==> src/rtl/pio_pkg.sv <==
package pio_pkg;
  typedef enum logic [1:0] {
    PM_OUT = 2'd0,
    PM_IN  = 2'd1,
    PM_BI  = 2'd2,
    PM_BIT = 2'd3
  } pmode_t;

  typedef enum logic [1:0] {
    CF_IDLE = 2'd0,
    CF_MASK = 2'd1,
    CF_PAT  = 2'd2
  } cfg_t;

  localparam logic [1:0] OP_MODE = 2'b11;
  localparam logic [1:0] OP_IEN  = 2'b10;
endpackage

==> src/rtl/pio_port.sv <==
module pio_port
  import pio_pkg::*;
#(
  parameter int DW        = 8,
  parameter bit HAS_BIDIR = 1'b1
) (
  input  logic          clk,
  input  logic          rst,
  input  logic          ctrl_we,
  input  logic          data_we,
  input  logic          data_re,
  input  logic [DW-1:0] wdata,
  input  logic [DW-1:0] pin_in,
  output logic [DW-1:0] pin_out,
  output logic [DW-1:0] pin_oe,
  output logic          rdy,
  input  logic          stb,
  input  logic          aux_stb,
  output logic          aux_rdy,
  output logic [DW-1:0] rdata,
  output logic [1:0]    mode_o,
  output logic          int_en,
  output logic          evt
);
  pmode_t        mode;
  cfg_t          cfg_st;
  logic [DW-1:0] out_lat, in_lat, mask, pat;
  logic          out_full, in_full, armed, match_q, stb_q, aux_q;

  logic mode_set, cfg_wr, legal;
  logic stb_rise, aux_rise, out_ack, in_cap, rd_clear, match, bit_evt;

  assign legal    = HAS_BIDIR || (wdata[1:0] != 2'd2);
  assign mode_set = ctrl_we && (cfg_st == CF_IDLE) && (wdata[7:6] == OP_MODE) && legal;
  assign cfg_wr   = ctrl_we && (cfg_st != CF_IDLE);
  assign stb_rise = stb && !stb_q;
  assign aux_rise = aux_stb && !aux_q;
  assign out_ack  = stb_rise && out_full && (mode == PM_OUT || mode == PM_BI);
  assign in_cap   = !in_full && ((stb_rise && mode == PM_IN) || (aux_rise && mode == PM_BI));
  assign rd_clear = data_re && (mode == PM_IN || mode == PM_BI);
  assign match    = ((pin_in ^ pat) & mask) == '0;
  assign bit_evt  = armed && (mode == PM_BIT) && match && !match_q;
  assign evt      = out_ack || in_cap || bit_evt;

  // configuration: mode, enable, mask/pattern sequence
  always_ff @(posedge clk) begin
    if (rst) begin
      mode   <= PM_IN;
      cfg_st <= CF_IDLE;
      int_en <= 1'b0;
      mask   <= '0;
      pat    <= '0;
      armed  <= 1'b0;
    end else if (ctrl_we) begin
      case (cfg_st)
        CF_MASK: begin
          mask   <= wdata;
          cfg_st <= CF_PAT;
        end
        CF_PAT: begin
          pat    <= wdata;
          cfg_st <= CF_IDLE;
          armed  <= 1'b1;
        end
        default: begin
          if (mode_set) begin
            mode  <= pmode_t'(wdata[1:0]);
            armed <= 1'b0;
            if (wdata[1:0] == 2'd3) cfg_st <= CF_MASK;
          end else if (wdata[7:6] == OP_IEN) begin
            int_en <= wdata[0];
          end
        end
      endcase
    end
  end

  // data latches and handshake state
  always_ff @(posedge clk) begin
    if (rst) begin
      out_lat  <= '0;
      in_lat   <= '0;
      out_full <= 1'b0;
      in_full  <= 1'b0;
      stb_q    <= 1'b0;
      aux_q    <= 1'b0;
      match_q  <= 1'b1;
    end else begin
      stb_q <= stb;
      aux_q <= aux_stb;
      if (data_we) out_lat <= wdata;
      if (mode_set) begin
        out_full <= 1'b0;
        in_full  <= 1'b0;
      end else begin
        if (data_we && (mode == PM_OUT || mode == PM_BI)) out_full <= 1'b1;
        else if (out_ack)                                 out_full <= 1'b0;
        if (in_cap) begin
          in_lat  <= pin_in;
          in_full <= 1'b1;
        end else if (rd_clear) begin
          in_full <= 1'b0;
        end
      end
      if (cfg_wr || mode_set) match_q <= 1'b1;
      else                    match_q <= match;
    end
  end

  always_comb begin
    case (mode)
      PM_OUT:  pin_oe = '1;
      PM_IN:   pin_oe = '0;
      PM_BI:   pin_oe = stb ? '1 : '0;
      default: pin_oe = ~mask;
    endcase
    case (mode)
      PM_OUT:  rdata = out_lat;
      PM_BIT:  rdata = (pin_in & mask) | (out_lat & ~mask);
      default: rdata = in_lat;
    endcase
    case (mode)
      PM_OUT, PM_BI: rdy = out_full;
      PM_IN:         rdy = !in_full;
      default:       rdy = 1'b0;
    endcase
  end

  assign pin_out = out_lat;
  assign aux_rdy = (mode == PM_BI) && !in_full;
  assign mode_o  = mode;

  // an accepted output strobe drops Ready next cycle
  p_rdy_drop_r3: assert property (@(posedge clk) disable iff (rst)
    (mode == PM_OUT && out_full && stb_rise && !data_we && !ctrl_we) |=> !rdy);
  // input mode never drives the pins
  p_no_drive_r4: assert property (@(posedge clk) disable iff (rst)
    (mode == PM_IN) |-> (pin_oe == '0));
  // a strobe on a full latch keeps its contents
  p_full_hold_r4: assert property (@(posedge clk) disable iff (rst)
    (mode == PM_IN && in_full && stb_rise && !ctrl_we) |=> $stable(in_lat));
  // in bit-control mode output enables are the inverted mask
  p_bit_dir_r7: assert property (@(posedge clk) disable iff (rst)
    (mode == PM_BIT && cfg_st == CF_IDLE) |-> (pin_oe == ~mask));

  generate
    if (!HAS_BIDIR) begin : g_nobi
      // a port without the bidirectional variant never enters it
      p_no_bidir_r6: assert property (@(posedge clk) disable iff (rst)
        mode != PM_BI);
    end
  endgenerate
endmodule

==> src/rtl/pio_intchain.sv <==
module pio_intchain #(
  parameter int NP = 2
) (
  input  logic          clk,
  input  logic          rst,
  input  logic [NP-1:0] evt,
  input  logic [NP-1:0] ien,
  input  logic          ack,
  input  logic          reti,
  input  logic          ie_in,
  output logic          irq,
  output logic          ie_out
);
  logic [NP-1:0] pend, req, grant, clr;
  logic          in_svc, take;

  assign req  = pend & ien;
  assign take = ack && ie_in && (|req);

  // lowest index wins
  always_comb begin
    grant = '0;
    for (int i = NP - 1; i >= 0; i--) begin
      if (req[i]) grant = NP'(1) << i;
    end
    clr = take ? grant : '0;
  end

  always_ff @(posedge clk) begin
    if (rst) begin
      pend   <= '0;
      in_svc <= 1'b0;
    end else begin
      pend <= (pend & ~clr) | evt;
      if (take)      in_svc <= 1'b1;
      else if (reti) in_svc <= 1'b0;
    end
  end

  assign irq    = ie_in && (|req);
  assign ie_out = ie_in && !(|req) && !in_svc;

  // a requesting device blocks the chain below it
  p_chain_block_r10: assert property (@(posedge clk) disable iff (rst)
    irq |-> !ie_out);
  // acknowledge clears port A first
  p_ack_first_r11: assert property (@(posedge clk) disable iff (rst)
    (take && req[0] && !evt[0]) |=> !pend[0]);
  // in service after acknowledge
  p_in_svc_r11: assert property (@(posedge clk) disable iff (rst)
    take |=> !ie_out);
  // a new event is never lost to a concurrent clear
  p_evt_kept_r12: assert property (@(posedge clk) disable iff (rst)
    evt[0] |=> pend[0]);
endmodule

==> src/rtl/pio_dual.sv <==
module pio_dual
  import pio_pkg::*;
#(
  parameter int DW = 8
) (
  input  logic          clk,
  input  logic          rst,
  input  logic          cpu_we,
  input  logic          cpu_re,
  input  logic          cpu_port,
  input  logic          cpu_ctrl,
  input  logic [DW-1:0] cpu_wdata,
  output logic [DW-1:0] cpu_rdata,
  input  logic [DW-1:0] pa_in,
  output logic [DW-1:0] pa_out,
  output logic [DW-1:0] pa_oe,
  output logic          pa_rdy,
  input  logic          pa_stb,
  input  logic [DW-1:0] pb_in,
  output logic [DW-1:0] pb_out,
  output logic [DW-1:0] pb_oe,
  output logic          pb_rdy,
  input  logic          pb_stb,
  input  logic          ie_in,
  output logic          ie_out,
  output logic          irq,
  input  logic          int_ack,
  input  logic          reti
);
  localparam int NP = 2;

  logic [DW-1:0] a_rdata, b_rdata;
  logic [1:0]    a_mode, b_mode;
  logic          a_ien, b_ien, a_evt, b_evt;
  logic          a_aux_rdy, b_aux_rdy, b_rdy_own;
  logic          a_bidir, b_stb_eff, a_aux_stb;

  assign a_bidir   = (a_mode == 2'd2);
  assign b_stb_eff = a_bidir ? 1'b0 : pb_stb;
  assign a_aux_stb = a_bidir ? pb_stb : 1'b0;

  pio_port #(.DW(DW), .HAS_BIDIR(1'b1)) u_pa (
    .clk(clk), .rst(rst),
    .ctrl_we(cpu_we && cpu_ctrl && !cpu_port),
    .data_we(cpu_we && !cpu_ctrl && !cpu_port),
    .data_re(cpu_re && !cpu_ctrl && !cpu_port),
    .wdata(cpu_wdata), .pin_in(pa_in),
    .pin_out(pa_out), .pin_oe(pa_oe), .rdy(pa_rdy), .stb(pa_stb),
    .aux_stb(a_aux_stb), .aux_rdy(a_aux_rdy),
    .rdata(a_rdata), .mode_o(a_mode), .int_en(a_ien), .evt(a_evt)
  );

  pio_port #(.DW(DW), .HAS_BIDIR(1'b0)) u_pb (
    .clk(clk), .rst(rst),
    .ctrl_we(cpu_we && cpu_ctrl && cpu_port),
    .data_we(cpu_we && !cpu_ctrl && cpu_port),
    .data_re(cpu_re && !cpu_ctrl && cpu_port),
    .wdata(cpu_wdata), .pin_in(pb_in),
    .pin_out(pb_out), .pin_oe(pb_oe), .rdy(b_rdy_own), .stb(b_stb_eff),
    .aux_stb(1'b0), .aux_rdy(b_aux_rdy),
    .rdata(b_rdata), .mode_o(b_mode), .int_en(b_ien), .evt(b_evt)
  );

  // port B's own aux side never activates; it is folded in for completeness
  assign pb_rdy = a_bidir ? a_aux_rdy : (b_rdy_own | b_aux_rdy);

  pio_intchain #(.NP(NP)) u_chain (
    .clk(clk), .rst(rst),
    .evt({b_evt, a_evt}), .ien({b_ien, a_ien}),
    .ack(int_ack), .reti(reti), .ie_in(ie_in),
    .irq(irq), .ie_out(ie_out)
  );

  always_ff @(posedge clk) begin
    if (rst) begin
      cpu_rdata <= '0;
    end else if (cpu_re) begin
      if (cpu_ctrl)
        cpu_rdata <= cpu_port ? {b_ien, {(DW-3){1'b0}}, b_mode}
                              : {a_ien, {(DW-3){1'b0}}, a_mode};
      else
        cpu_rdata <= cpu_port ? b_rdata : a_rdata;
    end
  end

  // port A pins are undriven in bidirectional mode without its strobe
  p_bidir_oe_r5: assert property (@(posedge clk) disable iff (rst)
    (a_bidir && !pa_stb) |-> (pa_oe == '0));
endmodule

==> config.mk <==
export PLATFORM = sky130hd
export DESIGN_NAME = pio_dual
export DESIGN_NICKNAME = d
export VERILOG_FILES = /design/src/rtl/pio_pkg.sv /design/src/rtl/pio_port.sv /design/src/rtl/pio_intchain.sv /design/src/rtl/pio_dual.sv
export SDC_FILE = /design/constraint.sdc
export NUM_CORES = 1
export LEC_CHECK = 0
export BUFFER_PORTS_ARGS = -buffer_cell sky130_fd_sc_hd__buf_4
export CAP_MARGIN = 20
export CORE_MARGIN = 3
export CORE_UTILIZATION = 35
export DETAILED_ROUTE_END_ITERATION = 8
export PLACE_DENSITY = 0.64
export SLEW_MARGIN = 20
export SYNTH_ARGS = -nofsm -noshare
export SYNTH_HDL_FRONTEND = slang
export SYNTH_SLANG_ARGS = --single-unit
==> constraint.sdc <==
create_clock -name clk -period 2.8 [get_ports clk]
set_input_delay 0.7 -clock clk [delete_from_list [all_inputs] [get_ports clk]]
set_output_delay 0.7 -clock clk [all_outputs]
set_load 0.01 [all_outputs]
==> impl_metrics.toml <==
[global_route]
met2_usage_pct = 29.83
grtUsageMet3_pct = 3.294
grt_pass1_vias = 4248
grt_use_total_pct = 18.81
met1_usage_pct = 26.36
grt_overflow = 0
grt_pass1_wl_um = 22340
grt_start_max_net_pins = 62
top_usage_layer = "met2"
antenna_found_initial = 0

[detailed_routing]
dr.pass1.iters = 6
post-route-drc-count = 0
drt-total-wl_um = 14030
routed_via_density = 5.301
num_vias = 4474
drtAntennaViolNets = 0
drtIter0Drc = 390
wl_per_cell_um = 16.63

[logic_synthesis]
syn-cell-area_sq_um = 4791
synthArstFlopShare_pct = 0
yosysMostFrequentCell = "dfxtp_1"
syn-instance-count = 602
synth_edf_count = 0
ys_seq_area_share_pct = 40.11
synth_cell_types = 48
synth_area_leaders = "dfxtp_1 40%, nand2_1 7.3%, mux2i_1 6.3%"
synth_seq_cells = 96
syn_avg_cell_area_sq_um = 7.958
ys_dominant_reg_cell = "dfxtp_1"
netlist_top_cells_count = "96 x dfxtp_1, 93 x nand2_1, 57 x nor2_1"
synth_top_area_cell = "dfxtp_1"
synth_top_area_share_pct = 40.11
syn_nets = 652
yosysWarnings = 0

[clocking]
cts_buffers = 9
post-cts-setup-buffer-count = 0
cts_buffer_depth = 2
cts_hold_buf = 0
h-tree-depth = 3
cts_resized = 0
cts-root-buf = "clkbuf_16"
cts_tree = "built"
clock_latency_ns = 0.34
cts.sinks = 96
clkTransAtPathRegs_ns = 0.07

[sta]
slew_violations = 0
skew_ns = 0.007094
whs_ns = 0.4676
setup_viol = 0
relSlewSlack_pct = 54.97
finalCriticalPeriod_ns = 2.649
tns_ns = 0
rsz0062_at_grt = "no"
period_share_pct = 94.60
hold_viol_final = 0
clock.fmax_mhz = 377.5
tightestPinTransition_ns = 0.6734

[setup_path]
cp_slowest_cell = "ha_1"
path_cells = "inv_1 > ha_1 > o21ai_0 > a21oi_1 > nor3_1 > a21oi_1 > buf_4"
reg2reg_depth = 7
cp.arrival_ns = 1.95
worstSetupEndpointType = "output port"
crit_fanout = 11
path_depth = 7
cpPeakStageDelay_ns = 0.41
critPathTopFamily = "compound AO/OA/AOI/OAI gates"
worstSetupStartpointType = "register"
crit_top_cell = "a21oi_1"
critPathBufInv = 2
setup.worst_path.class = "reg2out"
crit_required_ns = 2.10

[outcome]
outcome = "finished, final reports clean"

[die]
num_rows = 42
initial_core_util_pct = 36.03
chipWidth_um = 123.0
die-area_sq_um = 15130
ios = 79
core_sq_um = 13300
dieHeight_um = 123.0

[power_and_ir_drop]
power.leakage_nw = 2.321
vdd_drop_max_mv = 0.2979
powerDensity_nw_per_um2 = 524.5

[cells_and_area]
area_delta_synth_final_pct = 21.26
num_antenna_cells = 0
nNetsFinal = 713
drive_above_1_share_pct = 16.17
final_area_sq_um = 5809
fillers = 1325
utilization_pct = 43.69

[place]
placed_area_sq_um = 5492
io_buffer_count = 78
place_hpwl_um = 10520
gp_congestion = 0.8900

[run]
maxCapViolations = 0

[worst_hold_path]
holdPathStages = 2
hold_path_class = "reg2reg"
worst reg2reg max path: cells and delay by family, from the launching register on:
family | cells | cell delay (ns)
flip-flops | 1 | 0.37
AO/OA/AOI/OAI | 1 | 0.15
buffers and inverters | 1 | 0.11
AND/OR/NAND/NOR | 4 | 1.17
adder cells (fa/ha/maj) | 1 | 0.30
worst paths after layout:
kind / from / slack (ns) / to
setup reg to reg: u_pa.mode_o[0]$_SDFFE_PP1P_ / 0.64 / u_pb.in_lat[4]$_SDFFE_PP0P_
hold / removal: u_pb.pat[6]$_SDFFE_PP0P_ / 0.47 / u_pb.pat[6]$_SDFFE_PP0P_
setup / recovery: u_pb.mode_o[0]$_SDFFE_PP1P_ / 0.15 / pb_rdy
hold reg to reg: u_pb.pat[6]$_SDFFE_PP0P_ / 0.47 / u_pb.pat[6]$_SDFFE_PP0P_
per-stage QoR:
step / total power [mW] / cells / worst slack (ns)
3_5_place_dp: 1.788 / 828 / 0.5268
6_report: 3.047 / 844 / 0.1512
5_1_grt: 3.165 / 844 / 0.007254
2_1_floorplan: 1.635 / 602 / 0.8046
3_3_place_gp: 1.781 / 828 / 0.5451
4_1_cts: 3.067 / 844 / 0.1799
area by class of cell:
type | count | area (sq um) | share of cell area, %
Clock buffer | 12 | 266.5 | 4.588
Clock inverter | 4 | 51.30 | 0.8830
Inverter | 25 | 93.84 | 1.615
Multi-Input combinational cell | 446 | 2618 | 45.06
Sequential cell | 96 | 1922 | 33.08
Tap cell | 176 | 220.2 | 3.791
Timing Repair Buffer | 85 | 638.1 | 10.98
layout by cell type, fill, tap and decap left out, drive strengths merged, types with 6 or more instances in the layout:
master   n
a21oi   53
xor2    16
nor3    10
nand2   93
buf     85
nor2    58
and2     6
mux2i   30
nand3   23
clkbuf  12
a22oi    8
o21ai   51
nand2b  10
dfxtp   96
nor2b   13
inv     25
ha      15
a32oi    9
metal layers:
layer	vias to the layer above	part of all wire (%)
li1	2211	-
met1	2129	46
met2	120	47
met3	14	5.5
met4	0	1.6
met5	-	0
cell families after synthesis:
group,Yosys count,share of synthesized area [%]
adders and majority gates,15,3.917
and+or+nand+nor,228,21.57
xor gates and xnor gates,16,2.925
DFF,96,40.11
muxes,30,6.268
AOI/OAI and AO/OA,157,19.95
buffers and inverters,60,5.250
registers in the layout, indices dropped and copies added, names as in the netlist, 2 cells and up:
register / count
u_pb.pin_out: 8
u_pa.in_lat: 8
u_pb.cfg_st: 2
u_pa.pat: 8
u_pa.cfg_st: 2
u_pa.mask: 8
u_pb.pat: 8
u_pa.pin_out: 8
cpu_rdata: 8
u_pa.mode_o: 2
u_chain.pend: 2
u_pb.mode_o: 2
u_pb.mask: 8
u_pb.in_lat: 8
power breakdown:
group          internal [mW]  switching, mW
clock network          0.766          0.523
logic                  0.139          0.190
registers               1.40         0.0269
Power figures use the tool's default switching activity.
